[config.mk]
export PLATFORM = sky130hd
export DESIGN_NAME = serial_rx_buffer
export DESIGN_NICKNAME = d
export VERILOG_FILES = /design/src/rtl/serial_rx_pkg.sv /design/src/rtl/rx_tick_gen.sv /design/src/rtl/rx_sync.sv /design/src/rtl/rx_frame_engine.sv /design/src/rtl/rx_byte_fifo.sv /design/src/rtl/serial_rx_buffer.sv
export SDC_FILE = /design/constraint.sdc
export NUM_CORES = 1
export LEC_CHECK = 0
export ABC_AREA = 1
export CAP_MARGIN = 20
export CORE_ASPECT_RATIO = 0.75
export CORE_MARGIN = 2
export CORE_UTILIZATION = 40
export DETAILED_ROUTE_END_ITERATION = 8
export GPL_TIMING_DRIVEN = 0
export PLACE_DENSITY_LB_ADDON = 0.05
export SLEW_MARGIN = 20
export SYNTH_ARGS = -nofsm -noshare
export SYNTH_HDL_FRONTEND = slang
export SYNTH_SLANG_ARGS = --single-unit
[constraint.sdc]
create_clock -name clk_i -period 2.8 [get_ports clk_i]
set_input_delay 0.84 -clock clk_i [delete_from_list [all_inputs] [get_ports clk_i]]
set_output_delay 0.84 -clock clk_i [all_outputs]
set_load 0.005 [all_outputs]
[src/rtl/serial_rx_pkg.sv]
package serial_rx_pkg;
  typedef enum logic [2:0] {
    ST_IDLE,
    ST_START,
    ST_DATA,
    ST_PAR,
    ST_STOP
  } rx_state_e;
endpackage

[src/rtl/rx_tick_gen.sv]
module rx_tick_gen #(
  parameter int DIV_W = 16
) (
  input  logic             clk_i,
  input  logic             rst_ni,
  input  logic [DIV_W-1:0] div_i,
  input  logic             restart_i,
  output logic             tick_o
);
  logic [DIV_W-1:0] cnt_q;
  logic [DIV_W-1:0] lim;

  // a zero divisor behaves like one
  assign lim    = (div_i == '0) ? '0 : div_i - 1'b1;
  assign tick_o = !restart_i && (cnt_q == lim);

  always_ff @(posedge clk_i or negedge rst_ni) begin
    if (!rst_ni)              cnt_q <= '0;
    else if (restart_i)       cnt_q <= '0;
    else if (cnt_q >= lim)    cnt_q <= '0;
    else                      cnt_q <= cnt_q + 1'b1;
  end
endmodule

[src/rtl/rx_sync.sv]
module rx_sync #(
  parameter int STAGES = 2
) (
  input  logic clk_i,
  input  logic rst_ni,
  input  logic d_i,
  output logic q_o
);
  logic [STAGES-1:0] sr_q;

  always_ff @(posedge clk_i or negedge rst_ni) begin
    if (!rst_ni) sr_q <= '1;
    else         sr_q <= {sr_q[STAGES-2:0], d_i};
  end

  assign q_o = sr_q[STAGES-1];
endmodule

[src/rtl/rx_frame_engine.sv]
module rx_frame_engine
  import serial_rx_pkg::*;
#(
  parameter int DATA_W = 8,
  parameter int OSR    = 16
) (
  input  logic              clk_i,
  input  logic              rst_ni,
  input  logic              rx_i,
  input  logic              tick_i,
  input  logic              par_en_i,
  input  logic              par_odd_i,
  output logic              restart_o,
  output logic              done_o,
  output logic [DATA_W-1:0] data_o,
  output logic              par_bad_o,
  output logic              frm_bad_o
);
  localparam int CNT_W = $clog2(OSR);
  localparam int IDX_W = (DATA_W > 1) ? $clog2(DATA_W) : 1;
  localparam logic [CNT_W-1:0] PH_MID  = CNT_W'(OSR / 2 - 1);
  localparam logic [CNT_W-1:0] PH_END  = CNT_W'(OSR - 1);
  localparam logic [IDX_W-1:0] IDX_END = IDX_W'(DATA_W - 1);

  rx_state_e         state_q;
  logic [CNT_W-1:0]  ph_q;
  logic [IDX_W-1:0]  idx_q;
  logic [DATA_W-1:0] sh_q;
  logic              rx_q;
  logic              par_bad_q;

  // start only on a true high-to-low transition
  assign restart_o = (state_q == ST_IDLE) && rx_q && !rx_i;

  always_ff @(posedge clk_i or negedge rst_ni) begin
    if (!rst_ni) begin
      state_q   <= ST_IDLE;
      ph_q      <= '0;
      idx_q     <= '0;
      sh_q      <= '0;
      rx_q      <= 1'b1;
      par_bad_q <= 1'b0;
      done_o    <= 1'b0;
      data_o    <= '0;
      par_bad_o <= 1'b0;
      frm_bad_o <= 1'b0;
    end else begin
      rx_q   <= rx_i;
      done_o <= 1'b0;
      unique case (state_q)
        ST_IDLE: begin
          if (restart_o) begin
            state_q   <= ST_START;
            ph_q      <= '0;
            idx_q     <= '0;
            par_bad_q <= 1'b0;
          end
        end
        ST_START: begin
          if (tick_i) begin
            if (ph_q == PH_MID) begin
              ph_q    <= '0;
              state_q <= rx_i ? ST_IDLE : ST_DATA;  // glitch rejection
            end else begin
              ph_q <= ph_q + 1'b1;
            end
          end
        end
        ST_DATA: begin
          if (tick_i) begin
            if (ph_q == PH_END) begin
              ph_q <= '0;
              sh_q <= {rx_i, sh_q[DATA_W-1:1]};
              if (idx_q == IDX_END) begin
                idx_q   <= '0;
                state_q <= par_en_i ? ST_PAR : ST_STOP;
              end else begin
                idx_q <= idx_q + 1'b1;
              end
            end else begin
              ph_q <= ph_q + 1'b1;
            end
          end
        end
        ST_PAR: begin
          if (tick_i) begin
            if (ph_q == PH_END) begin
              ph_q      <= '0;
              par_bad_q <= ((^sh_q) ^ rx_i) != par_odd_i;
              state_q   <= ST_STOP;
            end else begin
              ph_q <= ph_q + 1'b1;
            end
          end
        end
        ST_STOP: begin
          if (tick_i) begin
            if (ph_q == PH_END) begin
              ph_q      <= '0;
              done_o    <= 1'b1;
              data_o    <= sh_q;
              par_bad_o <= par_bad_q;
              frm_bad_o <= !rx_i;
              state_q   <= ST_IDLE;
            end else begin
              ph_q <= ph_q + 1'b1;
            end
          end
        end
        default: state_q <= ST_IDLE;
      endcase
    end
  end
endmodule

[src/rtl/rx_byte_fifo.sv]
module rx_byte_fifo #(
  parameter int W     = 8,
  parameter int DEPTH = 32
) (
  input  logic                       clk_i,
  input  logic                       rst_ni,
  input  logic                       wr_i,
  input  logic [W-1:0]               wdata_i,
  input  logic                       rd_i,
  output logic [W-1:0]               rdata_o,
  output logic [$clog2(DEPTH+1)-1:0] level_o,
  output logic                       drop_o
);
  localparam int PTR_W = $clog2(DEPTH);
  localparam int LVL_W = $clog2(DEPTH + 1);
  localparam logic [PTR_W-1:0] PTR_END = PTR_W'(DEPTH - 1);
  localparam logic [LVL_W-1:0] LVL_MAX = LVL_W'(DEPTH);

  logic [W-1:0]     mem [DEPTH];
  logic [PTR_W-1:0] wp_q, rp_q;
  logic [LVL_W-1:0] lvl_q;
  logic             empty, full, pop, push;

  assign empty   = (lvl_q == '0);
  assign full    = (lvl_q == LVL_MAX);
  assign pop     = rd_i && !empty;
  assign push    = wr_i && (!full || pop);  // a same-cycle read frees a slot
  assign drop_o  = wr_i && !push;
  assign rdata_o = mem[rp_q];
  assign level_o = lvl_q;

  always_ff @(posedge clk_i) begin
    if (push) mem[wp_q] <= wdata_i;
  end

  always_ff @(posedge clk_i or negedge rst_ni) begin
    if (!rst_ni) begin
      wp_q  <= '0;
      rp_q  <= '0;
      lvl_q <= '0;
    end else begin
      if (push) wp_q <= (wp_q == PTR_END) ? '0 : wp_q + 1'b1;
      if (pop)  rp_q <= (rp_q == PTR_END) ? '0 : rp_q + 1'b1;
      unique case ({push, pop})
        2'b10:   lvl_q <= lvl_q + 1'b1;
        2'b01:   lvl_q <= lvl_q - 1'b1;
        default: lvl_q <= lvl_q;
      endcase
    end
  end
endmodule

[src/rtl/serial_rx_buffer.sv]
module serial_rx_buffer #(
  parameter int DATA_W      = 8,
  parameter int DEPTH       = 32,
  parameter int OSR         = 16,
  parameter int SYNC_STAGES = 2
) (
  input  logic              clk_i,
  input  logic              rst_ni,
  input  logic [7:0]        rate_lo_i,
  input  logic [7:0]        rate_hi_i,
  input  logic              parity_en_i,
  input  logic              parity_odd_i,
  input  logic              rx_i,
  input  logic              rd_i,
  input  logic              err_clr_i,
  output logic [DATA_W-1:0] rx_byte_o,
  output logic              byte_ready_o,
  output logic              par_err_o,
  output logic              frm_err_o,
  output logic              ovr_err_o
);
  localparam int DIV_W = 16;
  localparam int LVL_W = $clog2(DEPTH + 1);

  logic              rx_s, tick, restart;
  logic              frame_done, par_bad, frm_bad, good, drop;
  logic [DATA_W-1:0] frame_data;
  logic [LVL_W-1:0]  fill;

  rx_sync #(.STAGES(SYNC_STAGES)) u_sync (
    .clk_i, .rst_ni, .d_i(rx_i), .q_o(rx_s)
  );

  rx_tick_gen #(.DIV_W(DIV_W)) u_tick (
    .clk_i, .rst_ni,
    .div_i     ({rate_hi_i, rate_lo_i}),
    .restart_i (restart),
    .tick_o    (tick)
  );

  rx_frame_engine #(.DATA_W(DATA_W), .OSR(OSR)) u_eng (
    .clk_i, .rst_ni,
    .rx_i      (rx_s),
    .tick_i    (tick),
    .par_en_i  (parity_en_i),
    .par_odd_i (parity_odd_i),
    .restart_o (restart),
    .done_o    (frame_done),
    .data_o    (frame_data),
    .par_bad_o (par_bad),
    .frm_bad_o (frm_bad)
  );

  assign good = frame_done && !par_bad && !frm_bad;

  rx_byte_fifo #(.W(DATA_W), .DEPTH(DEPTH)) u_fifo (
    .clk_i, .rst_ni,
    .wr_i    (good),
    .wdata_i (frame_data),
    .rd_i    (rd_i),
    .rdata_o (rx_byte_o),
    .level_o (fill),
    .drop_o  (drop)
  );

  assign byte_ready_o = (fill != '0);

  // set has priority over clear
  always_ff @(posedge clk_i or negedge rst_ni) begin
    if (!rst_ni) begin
      par_err_o <= 1'b0;
      frm_err_o <= 1'b0;
      ovr_err_o <= 1'b0;
    end else begin
      par_err_o <= (frame_done && par_bad) || (par_err_o && !err_clr_i);
      frm_err_o <= (frame_done && frm_bad) || (frm_err_o && !err_clr_i);
      ovr_err_o <= drop || (ovr_err_o && !err_clr_i);
    end
  end
endmodule

==> results of run 1 <==
[power groups by stage]
stage	sequential [mW]	combinational, mW	clock, mW
final	5.39	5.05	4.65
after global routing	5.41	5.40	4.92
after CTS	5.38	4.57	4.72
after detailed placement	5.48	3.73	0
after global placement	5.48	3.71	0
after floorplan	5.44	2.26	0
[cell usage after synthesis (6+ instances only)]
cell and number:
nor2_2 7, xor2_1 21, ha_1 33, a21oi_1 25
nor2_1 218, inv_1 76, o21ai_1 27, inv_2 6
nand2_1 199, buf_6 10, xnor2_1 9, dfrtp_1 65
buf_1 6, buf_4 6, edfxtp_1 256, nor3_1 14
buf_2 9, clkbuf_1 26, o21ai_0 131, o22ai_1 66
nand3_1 91, o21ai_2 16
[layout make-up]
type,count,area (um2)
Fill cell,3154,16700
Clock buffer,47,983
Buffer,55,573
Multi-Input combinational cell,891,5920
Clock inverter,16,153
Tap cell,465,582
Timing Repair Buffer,106,1240
Inverter,83,352
Antenna cell,2,5.00
Sequential cell,324,9400
[registers in the layout (all words and copies together) (netlist names)]
name / cells
u_eng.frm_bad_o: 1
ovr_err_o: 1
u_eng.idx_q: 3
u_eng.sh_q: 8
u_tick.cnt_q: 16
frm_err_o: 1
u_eng.data_o: 8
u_fifo.mem: 256
u_sync.sr_q: 2
u_eng.par_bad_q: 1
u_fifo.level_o: 6
u_eng.ph_q: 4
u_eng.par_bad_o: 1
u_fifo.wp_q: 5
par_err_o: 1
u_eng.done_o: 1
u_eng.state_q: 3
u_eng.rx_q: 1
u_fifo.rp_q: 5
[cell families (layout without fill, tap and decap cells)]
kind of cell               count (synthesis)  in the layout  synth area share (%)
and+or+nand+nor                          554            557                  16.1
xor gates and xnor gates                  30             30                  1.80
adders and majority gates                 34             34                  2.97
buffers and inverters                    141            307                  4.39
DFF                                      324            324                  64.4
other                                      0              2                     0
AOI/OAI and AO/OA                        270            270                  10.3
[critical path, stage by stage (launching register included)]
cell      delay [ps]
dfrtp_2          430
buf_8            140
clkinv_8          70
buf_12           130
buf_12           110
buf_6            100
nor2_1            40
o22ai_2          260
nand2_1          150
nand3_2          100
nand3_2           90
nand2_2           90
buf_2            110
[timing repair]
action / CTS / global route
gates resized for setup: 348 / 219
buffers inserted: 48 / 16
pin swaps: 100 / 94
cloned: 8 / 4
setup endpoints to repair: 265 / 128
hold buffers: 0 / 0
[layout by cell type, fill, tap and decap left out, types with 8 or more instances in the layout]
cell type,synthesis,routed
a21oi_1,25,21
buf_12,0,31
buf_2,9,20
buf_4,6,40
buf_6,10,18
clkbuf_1,26,10
clkbuf_16,0,39
clkbuf_2,1,12
clkbuf_8,0,11
clkdlybuf4s50_1,0,9
clkinv_2,0,8
dfrtp_1,65,56
dfrtp_2,0,9
edfxtp_1,256,256
ha_1,33,29
inv_1,76,66
inv_2,6,11
nand2_1,199,147
nand2_2,4,40
nand2_4,3,18
nand3_1,91,51
nand3_2,2,41
nor2_1,218,147
nor2_2,7,39
nor2_4,1,40
nor3_2,2,8
o21ai_0,131,87
o21ai_1,27,61
o21ai_2,16,23
o22ai_1,66,23
o22ai_2,0,38
xnor2_1,9,9
xor2_1,21,21
[metal layers]
| metal | vias up | GRT usage (%) | part of all wire, % |
|---|---|---|---|
| met5 | - | 0 | 0 |
| li1 | 5049 | - | - |
| met1 | 5352 | 36.8 | 49 |
| met4 | 0 | 5.13 | 2.1 |
| met3 | 74 | 5.63 | 8.8 |
| met2 | 397 | 30.7 | 40 |
[per-stage QoR]
stage	hold slack [ps]	util, %	setup WS [ps]
after global routing	207	53.5	-463
final	210	53.6	-404
after CTS	205	51.4	-393
after detailed placement	350	43.5	-1570
after floorplan	345	-	-259
after global placement	347	43.4	-1860
[how the worst min path moves through the flow]
stage	from	end	slack, ps	cells past startpoint
finish	rst_ni	u_eng.state_q[1]	210	1
global route	rst_ni	u_eng.sh_q[6]	210	1
CTS	rst_ni	u_eng.state_q[1]	210	1
detailed placement	u_sync.sr_q[0]	u_sync.sr_q[1]	350	0
global placement	u_sync.sr_q[0]	u_sync.sr_q[1]	350	0
floorplan	u_sync.sr_q[0]	u_sync.sr_q[1]	350	0
==> metrics.csv, run 1 <==
stage;metric;value;unit
clock_network;# clock sinks;324;
timing;clk_skew;25.0;ps
run;number of max-cap violations;0;
final_layout;layout cells sized above 1;33.2;%
clock_network;H-tree depth;2;
yosys;syn nets;1410;
floorplanning;die area;38000;um2
floorplanning;Die Height;169;um
timing;RSZ-0062 raised after global routing;yes;
global_route;GRT Total Usage;22.9;%
final_layout;Design Area, Final;19200;um2
placement;Area after DPL;15600;um2
run_status;failing checks;setup timing;
power;clock share of power;30.8;%
clock_network;TritonCTS buffer count;35;
yosys;instance count of the mapped netlist;1353;
placement;dpl cells;1854;
clock_network;Max Buffers Root-to-Sink;3;
yosys;register area share after synthesis;64.4;%
timing;Final Hold Violating Endpoints;0;
route;vias after detailed routing;10900;
power;internal power;9.98;mW
final_layout;Layout Cells excl Fill;1989;
route;wire per inst;21.9;um
power;Pwr Total;15.1;mW
setup_path;Crit Reg-Reg Startpoint;u_fifo.level_o[3];
power;Max IR drop VDD;0.489;mV
setup_path;worst r2r dst;u_fifo.level_o[5];
timing;worst slew pin tran;806;ps
timing;Setup Viol. Count Final;42;
yosys;ys async rst share;21.0;%
setup_path;Worst Path Arrival;2360;ps
global_route;GRT overflow;0;
timing;worst setup margin;-404;ps
setup_path;flop2flop setup slack;270;ps
setup_path;startpoint types;flip-flop;
yosys;syn avg cell area;10.8;um2
route;Pre-antenna DRT Iters;5;
route;drc violations;0;
route;total routed wirelength;43700;um
global_route;largest net degree at the start of global routing;50;
setup_path;crit path capture;rx_byte_o[5];
placement;gpl congestion;0.925;
floorplanning;Die X;224;um
route;Final ANT Viol Nets;0;
clock_network;CTS tree;yes;
global_route;antenna violations before repair;0;
yosys;Post-synth EDFFs;256;
clock_network;Clock Latency Late Sink;530;ps
floorplanning;# IOs;35;
global_route;first-pass GRT wire length;64400;um
setup_path;CP max FO;5;
power;switch share;33.9;%
power;Psw;5.11;mW
timing;crit share post-route;114;%
setup_path;worst setup path start;u_fifo.rp_q[0];
yosys;area leader, netlist;edfxtp_1;
worst_hold_path;Hold Path Class;in -> async;
route;via/cell ratio;5.47;
final_layout;Area Growth Syn to Fin;31.8;%
yosys;yosys warns;0;
yosys;top post-synthesis cells by area;edfxtp_1 (53%), dfrtp_1 (11%), nor2_1 (5.6%), nand2_1 (5.1%), o21ai_0 (4.5%);
yosys;share of the synthesized area in the top cell type;52.7;%
power;sequential power share;35.7;%
run_status;status;complete, but fails checks;
setup_path;CP endpoint kind;output port;
power;Combinational Power Share;33.5;%
setup_path;Worst R2R Path Depth;18;
floorplanning;Starting Density;40.6;%
yosys;dominant synthesized flop cell;edfxtp_1;
placement;post-DP HPWL;27500;um
setup_path;CP required;1960;ps
yosys;Mapped Area;14600;um2
yosys;#FFs+latches synth;324;
floorplanning;Core Region;35900;um2
placement;port bufs;34;
setup_path;critical path class;reg -> out;
timing;Final min period;3200;ps
route;1st-iter DRT viols;986;
timing;Slew Limit Fails;0;
floorplanning;Rows;60;
clock_network;register clock-pin slew on the reported worst setup and hold paths;60;ps
yosys;Distinct cells, synth;42;
power;PwrDens;785;nW/um2
final_layout;# nets final;1553;
timing;fmax;312;MHz
power;Lkg Pwr;7.85;nW
global_route;number of global-route vias before repair;10200;
timing;Max-slew headroom;46.0;%
clock_network;CTS root buf;clkbuf_16;
timing;Total Neg Setup Slack;-5310;ps
Note: power is estimated with default switching activity, not from simulation.
==> run 2, diff against run 1 <==
--- a/config.mk
+++ b/config.mk
@@ -13,6 +13,7 @@
 export DETAILED_ROUTE_END_ITERATION = 8
 export GPL_TIMING_DRIVEN = 0
 export PLACE_DENSITY_LB_ADDON = 0.05
+export RECOVER_POWER = 100
 export SLEW_MARGIN = 20
 export SYNTH_ARGS = -nofsm -noshare
 export SYNTH_HDL_FRONTEND = slang
==> run 2 against run 1 <==
Against the previous run:
- the run still ends with setup timing left
- sequential cell count did not move
- combinational power barely moved
- worst setup slack got worse by 14 ps
- total power fell by 0.11%
- global-route usage did not move
- hold slack improved by 150 ps
- utilization fell by 0.37 points
- final cell count fell by 0.10%
- clock power barely moved
- critical path type unchanged
- critical endpoint unchanged
- largest cell class unchanged
- highest routed layer unchanged
==> metrics.csv, run 2 (same netlist as run 1, synthesis figures left out) <==
stage;metric;value;unit
final_layout;commonest non-fill, non-tap cell in the layout;edfxtp_1;
timing;Final min period;3220;ps
power;Lkg Pwr;7.83;nW
final_layout;largest register by flop count;u_fifo.mem;
global_route;GRT Total Usage;22.9;%
timing;clk_skew;21.2;ps
clock_network;TritonCTS buffer count;35;
power;switch share;33.8;%
setup_path;max incr delay on CP;420;ps
placement;Placement Setup Slack;-1570;ps
global_route;GRT overflow;0;
route;wire per inst;21.9;um
power;Psw;5.10;mW
route;via/cell ratio;5.44;
global_route;number of global-route vias before repair;10200;
floorplanning;Core Region;35900;um2
power;Pwr Total;15.1;mW
global_route;first-pass GRT wire length;64400;um
setup_path;critical path class;reg -> out;
route;met1 WL;21600;um
setup_path;CP required;1960;ps
final_layout;most frequent cells in the layout;edfxtp_1 (256), nand2_1 (150), nor2_1 (148);
setup_path;worst path bufs/invs;6;
setup_path;Critical-path top delay cell;dfrtp_2;
timing;Final Hold Violating Endpoints;0;
timing;Total Neg Setup Slack;-9590;ps
setup_path;Worst Path Arrival;2380;ps
run;number of max-cap violations;0;
global_route;largest net degree at the start of global routing;50;
worst_hold_path;Hold Path Class;reg -> reg;
final_layout;Design Area, Final;19100;um2
final_layout;Largest regs;u_fifo.mem (256), u_tick.cnt_q (16);
setup_path;CP endpoint kind;output port;
final_layout;Largest register FFs;256;
timing;final hold slack;359;ps
setup_path;CP cell instances;buf_8 -> clkinv_8 -> buf_12 -> buf_12 -> buf_6 -> nor2_1 -> o22ai_2 -> nand2_1 -> nand3_2 -> nand3_2 -> nand2_2 -> buf_2;
clock_network;Clock Latency Late Sink;530;ps
placement;Area after DPL;15600;um2
clock_network;# clock sinks;324;
timing;Setup Viol. Count Final;108;
timing;Max-slew headroom;3.03;%
timing;crit share post-route;115;%
power;Combinational Power Share;33.4;%
route;Final ANT Viol Nets;0;
placement;port bufs;34;
floorplanning;die area;38000;um2
power;sequential power share;35.8;%
placement;gpl congestion;0.925;
power;clock share of power;30.8;%
floorplanning;Die Height;169;um
final_layout;Area Growth Syn to Fin;30.9;%
route;metal3 WL;3660;um
placement;dpl cells;1854;
route;total routed wirelength;43600;um
floorplanning;Rows;60;
run_status;status;complete, but fails checks;
placement;post-DP HPWL;27500;um
final_layout;layout cells sized above 1;32.1;%
timing;fmax;311;MHz
clock_network;CTS Hold Bufs;0;
timing;worst slew pin tran;1450;ps
run_status;failing checks;setup timing;
clock_network;register clock-pin slew on the reported worst setup and hold paths;60;ps
floorplanning;Die X;224;um
timing;Slew Limit Fails;0;
setup_path;CP max FO;5;
clock_network;CTS tree;yes;
global_route;antenna violations before repair;0;
timing;RSZ-0062 raised after global routing;yes;
setup_path;delay-heaviest family, CP;buffers and inverters;
power;Max IR drop VDD;0.489;mV
route;Top Layer Used;met4;
setup_path;startpoint types;flip-flop;
final_layout;# nets final;1553;
final_layout;Layout Utilization;53.2;%
clock_network;CTS root buf;clkbuf_16;
final_layout;Layout Cells excl Fill;1987;
route;drc violations;0;
power;internal power;9.97;mW
final_layout;# diodes;0;
timing;worst setup margin;-418;ps
route;Pre-antenna DRT Iters;7;
route;metal2 WL;17500;um
route;vias after detailed routing;10800;
route;1st-iter DRT viols;978;
clock_network;Max Buffers Root-to-Sink;3;
floorplanning;# IOs;35;
clock_network;H-tree depth;2;
power;PwrDens;790;nW/um2
floorplanning;Starting Density;40.6;%
run 2: cell count changes in the layout (fill, tap and decap cells not counted), moves of 3 or more:
cell | before | now
clkdlybuf4s50_1 | 9 | 3
dlygate4sd3_1 | 0 | 6
buf_12 | 31 | 27
nand2_1 | 147 | 150
dfrtp_1 | 56 | 64
nor2_4 | 40 | 36
dfrtp_2 | 9 | 1
nor2_2 | 39 | 42
run 2: worst reg2reg max path, cell delays in order (launching register included):
cell and delay [ps]:
dfrtp_1 430, nor2_1 120, nand2_1 100, nor2_4 130, nand2_1 140, nand2_1 390
inv_1 190, buf_6 190, nand2_2 420, nor2_4 90, buf_4 190
run 2: metal layers:
metal  GRT usage [%]  vias to the layer above
met5               0                        -
met4            5.13                        0
met3            5.63                       72
met2            30.7                      359
met1            36.8                     5339
li1                -                     5037
run 2: timing repair:
action | 4_1_cts | 5_1_grt
setup endpoints to repair | 265 | 128
gates resized for setup | 348 | 219
setup buffers | 48 | 16
pin swaps | 100 | 94
gates cloned | 8 | 4
run 2: power groups by stage:
stage	Sequential [mW]	Clock (mW)	Combinational [mW]
2_1_floorplan	5.44	0	2.26
3_3_place_gp	5.48	0	3.71
3_5_place_dp	5.48	0	3.73
4_1_cts	5.38	4.72	4.57
5_1_grt	5.41	4.92	5.40
6_report	5.39	4.64	5.04
run 2: final cells by class:
type	count	area, um2
Clock buffer	47	983
Clock inverter	16	153
Buffer	55	573
Fill cell	3170	16800
Multi-Input combinational cell	891	5880
Timing Repair Buffer	106	1170
Inverter	83	352
Tap cell	465	582
Sequential cell	324	9390
run 2: final timing paths:
kind,cells past startpoint,slack [ps],startpoint,end
worst max register to register,10,170,u_fifo.level_o[0],u_fifo.mem[0][6]
min in group asynchronous,1,500,rst_ni,u_eng.state_q[1]
worst max-delay path,12,-420,u_fifo.rp_q[0],rx_byte_o[5]
max in group asynchronous,2,300,rst_ni,u_fifo.rp_q[0]
worst min register to register,0,360,u_sync.sr_q[0],u_sync.sr_q[1]
worst min-delay path,0,360,u_sync.sr_q[0],u_sync.sr_q[1]
==> run 3, diff against run 2 <==
--- a/config.mk
+++ b/config.mk
@@ -12,7 +12,6 @@
 export CORE_UTILIZATION = 40
 export DETAILED_ROUTE_END_ITERATION = 8
 export GPL_TIMING_DRIVEN = 0
-export PLACE_DENSITY_LB_ADDON = 0.05
 export RECOVER_POWER = 100
 export SLEW_MARGIN = 20
 export SYNTH_ARGS = -nofsm -noshare
==> constraint.sdc (replaced) <==
create_clock -name clk_i -period 2.8 [get_ports clk_i]
set_input_delay 0.84 -clock clk_i [delete_from_list [all_inputs] [get_ports clk_i]]
set_output_delay 0.84 -clock clk_i [all_outputs]
set_load 0.05 [all_outputs]
==> run 3 against run 2 <==
Against the previous run:
- the run ends with capacitance limit, slew limit, setup timing left
- largest cell class unchanged
- routed wire length down 6.7%
- largest power group unchanged
- register-to-register slack worse by 100 ps
- critical path type unchanged
- final cell count down 1.5%
==> metrics.csv, run 3 (same netlist as run 1, synthesis figures left out) <==
stage;metric;value;unit
timing;clk_skew;21.3;ps
clock_network;# clock sinks;324;
setup_path;CP max FO;6;
power;internal power;9.69;mW
floorplanning;Core Region;35900;um2
global_route;first-pass GRT wire length;60900;um
final_layout;Layout Utilization;51.5;%
clock_network;CTS root buf;clkbuf_16;
global_route;met2 Track Usage GR;30.3;%
final_layout;most frequent cells in the layout;edfxtp_1 (256), nor2_1 (173), nand2_1 (153);
timing;worst setup margin;-494;ps
global_route;GR Layer Usage met3;4.40;%
timing;fmax;304;MHz
timing;Slew Limit Fails;37;
floorplanning;Starting Density;40.6;%
power;clock share of power;29.0;%
placement;gpl congestion;0.865;
clock_network;Max Buffers Root-to-Sink;3;
floorplanning;# IOs;35;
setup_path;Worst Path Arrival;2450;ps
setup_path;startpoint types;flip-flop;
timing;Max-slew headroom;-34.6;%
setup_path;CP required;1960;ps
power;PwrDens;807;nW/um2
global_route;GRT Total Usage;21.2;%
final_layout;# fillers;3098;
route;Pre-antenna DRT Iters;5;
global_route;busiest layer in global routing;met1;
worst_hold_path;Hold Path Class;reg -> reg;
timing;Final min period;3290;ps
clock_network;Clock Latency Late Sink;580;ps
clock_network;CTS tree;yes;
floorplanning;Die Height;169;um
final_layout;commonest non-fill, non-tap cell in the layout;edfxtp_1;
route;via/cell ratio;5.48;
route;vias after detailed routing;10700;
setup_path;CP endpoint kind;output port;
timing;worst slew pin tran;2020;ps
final_layout;Area Growth Syn to Fin;26.7;%
power;switch share;35.0;%
setup_path;critical path class;reg -> out;
power;Lkg Pwr;7.53;nW
global_route;antenna violations before repair;0;
final_layout;Largest regs;u_fifo.mem (256), u_tick.cnt_q (16);
timing;crit share post-route;118;%
final_layout;# nets final;1525;
route;wire per inst;20.8;um
final_layout;largest register by flop count;u_fifo.mem;
final_layout;layout cells sized above 1;26.3;%
floorplanning;Die X;224;um
run;number of max-cap violations;1;
setup_path;CP cell instances;buf_6 -> clkinv_8 -> buf_12 -> buf_12 -> buf_6 -> o21ai_1 -> o22ai_1 -> nand2_1 -> nand3_1 -> nand3_1 -> nand2_1 -> buf_6;
route;Final ANT Viol Nets;0;
power;Combinational Power Share;34.7;%
setup_path;delay-heaviest family, CP;buffers and inverters;
setup_path;worst path bufs/invs;6;
setup_path;Crit Reg-Reg Startpoint;u_eng.par_bad_o;
placement;port bufs;34;
setup_path;CP dominant cell by count;buf_6;
final_layout;Largest register FFs;256;
power;Psw;5.22;mW
route;drc violations;0;
global_route;number of global-route vias before repair;10300;
route;total routed wirelength;40700;um
route;1st-iter DRT viols;1145;
setup_path;max incr delay on CP;440;ps
timing;RSZ-0062 raised after global routing;yes;
clock_network;TritonCTS buffer count;31;
global_route;grt met1 use;32.6;%
global_route;GRT overflow;0;
setup_path;worst setup path start;u_fifo.rp_q[0];
floorplanning;die area;38000;um2
placement;Placement Setup Slack;-1330;ps
final_layout;# diodes;0;
placement;post-DP HPWL;25500;um
timing;Final Hold Violating Endpoints;0;
clock_network;register clock-pin slew on the reported worst setup and hold paths;60;ps
clock_network;H-tree depth;1;
run_status;status;complete, but fails checks;
floorplanning;Rows;60;
power;Max IR drop VDD;0.490;mV
run_status;failing checks;capacitance limit, slew limit, setup timing;
setup_path;Critical-path top delay cell;dfrtp_2;
global_route;largest net degree at the start of global routing;37;
worst_hold_path;min-delay src;u_sync.sr_q[0];
power;sequential power share;36.3;%
timing;Setup Viol. Count Final;224;
-- run 3: cell types whose count changed in the layout (fill, tap and decap cells not counted), sizes merged --
cell | before | now
buf | 116 | 96
clkbuf | 83 | 71
clkinv | 14 | 11
dlygate4sd2 | 0 | 3
clkdlybuf4s15 | 0 | 2
clkinvlp | 1 | 3
nand2 | 209 | 207
bufinv | 3 | 4
clkdlybuf4s50 | 3 | 2
-- run 3: final timing paths --
path                                     endpoint  slack (ps)  cells after the start
worst max-delay path                 rx_byte_o[6]        -490                     12
worst min-delay path               u_sync.sr_q[1]         360                      0
worst max register to register  u_fifo.mem[13][7]          70                      6
worst min register to register     u_sync.sr_q[1]         360                      0
max in group asynchronous              u_eng.rx_q         430                      2
min in group asynchronous        u_eng.state_q[0]         840                      1
-- run 3: cell type report --
type	count	area (um2)	share of cell area, %
Multi-Input combinational cell	889	5530	29.9
Buffer	57	604	3.27
Clock inverter	16	186	1.01
Clock buffer	41	845	4.57
Timing Repair Buffer	82	978	5.30
Sequential cell	324	9390	50.9
Inverter	83	349	1.89
Tap cell	465	582	3.15
-- run 3: power by group through the flow --
stage	clock network (mW)	registers, mW	logic [mW]
global placement	0	5.47	4.03
global route	4.56	5.43	5.53
floorplan	0	5.44	2.69
CTS	4.34	5.38	4.73
detailed placement	0	5.48	4.08
finish	4.33	5.41	5.18
-- run 3: repair_timing --
item	CTS	global route
setup buffers	14	25
setup endpoints to repair	247	248
hold buffers	0	0
cloned	6	2
pin swaps	46	72
gates resized for setup	306	214
-- run 3: through the flow --
stage	hold slack [ps]	power, mW	cell area (um2)	setup TNS, ps	cells
after floorplan	345	8.13	14600	-7310	1353
final	363	14.9	18500	-22320	1957
after global placement	346	9.50	15600	-327890	1852
after global routing	363	15.5	18500	-60070	1957
after detailed placement	349	9.55	15600	-218380	1855
after CTS	245	14.4	17600	-7330	1932
-- run 3: metal layers --
layer	vias to the layer above	part of all wire (%)	wire length (um)
met5	-	0	0
met4	0	2.3	939
met3	65	8.8	3570
met2	385	42	17200
met1	5293	47	18900
li1	4976	-	-
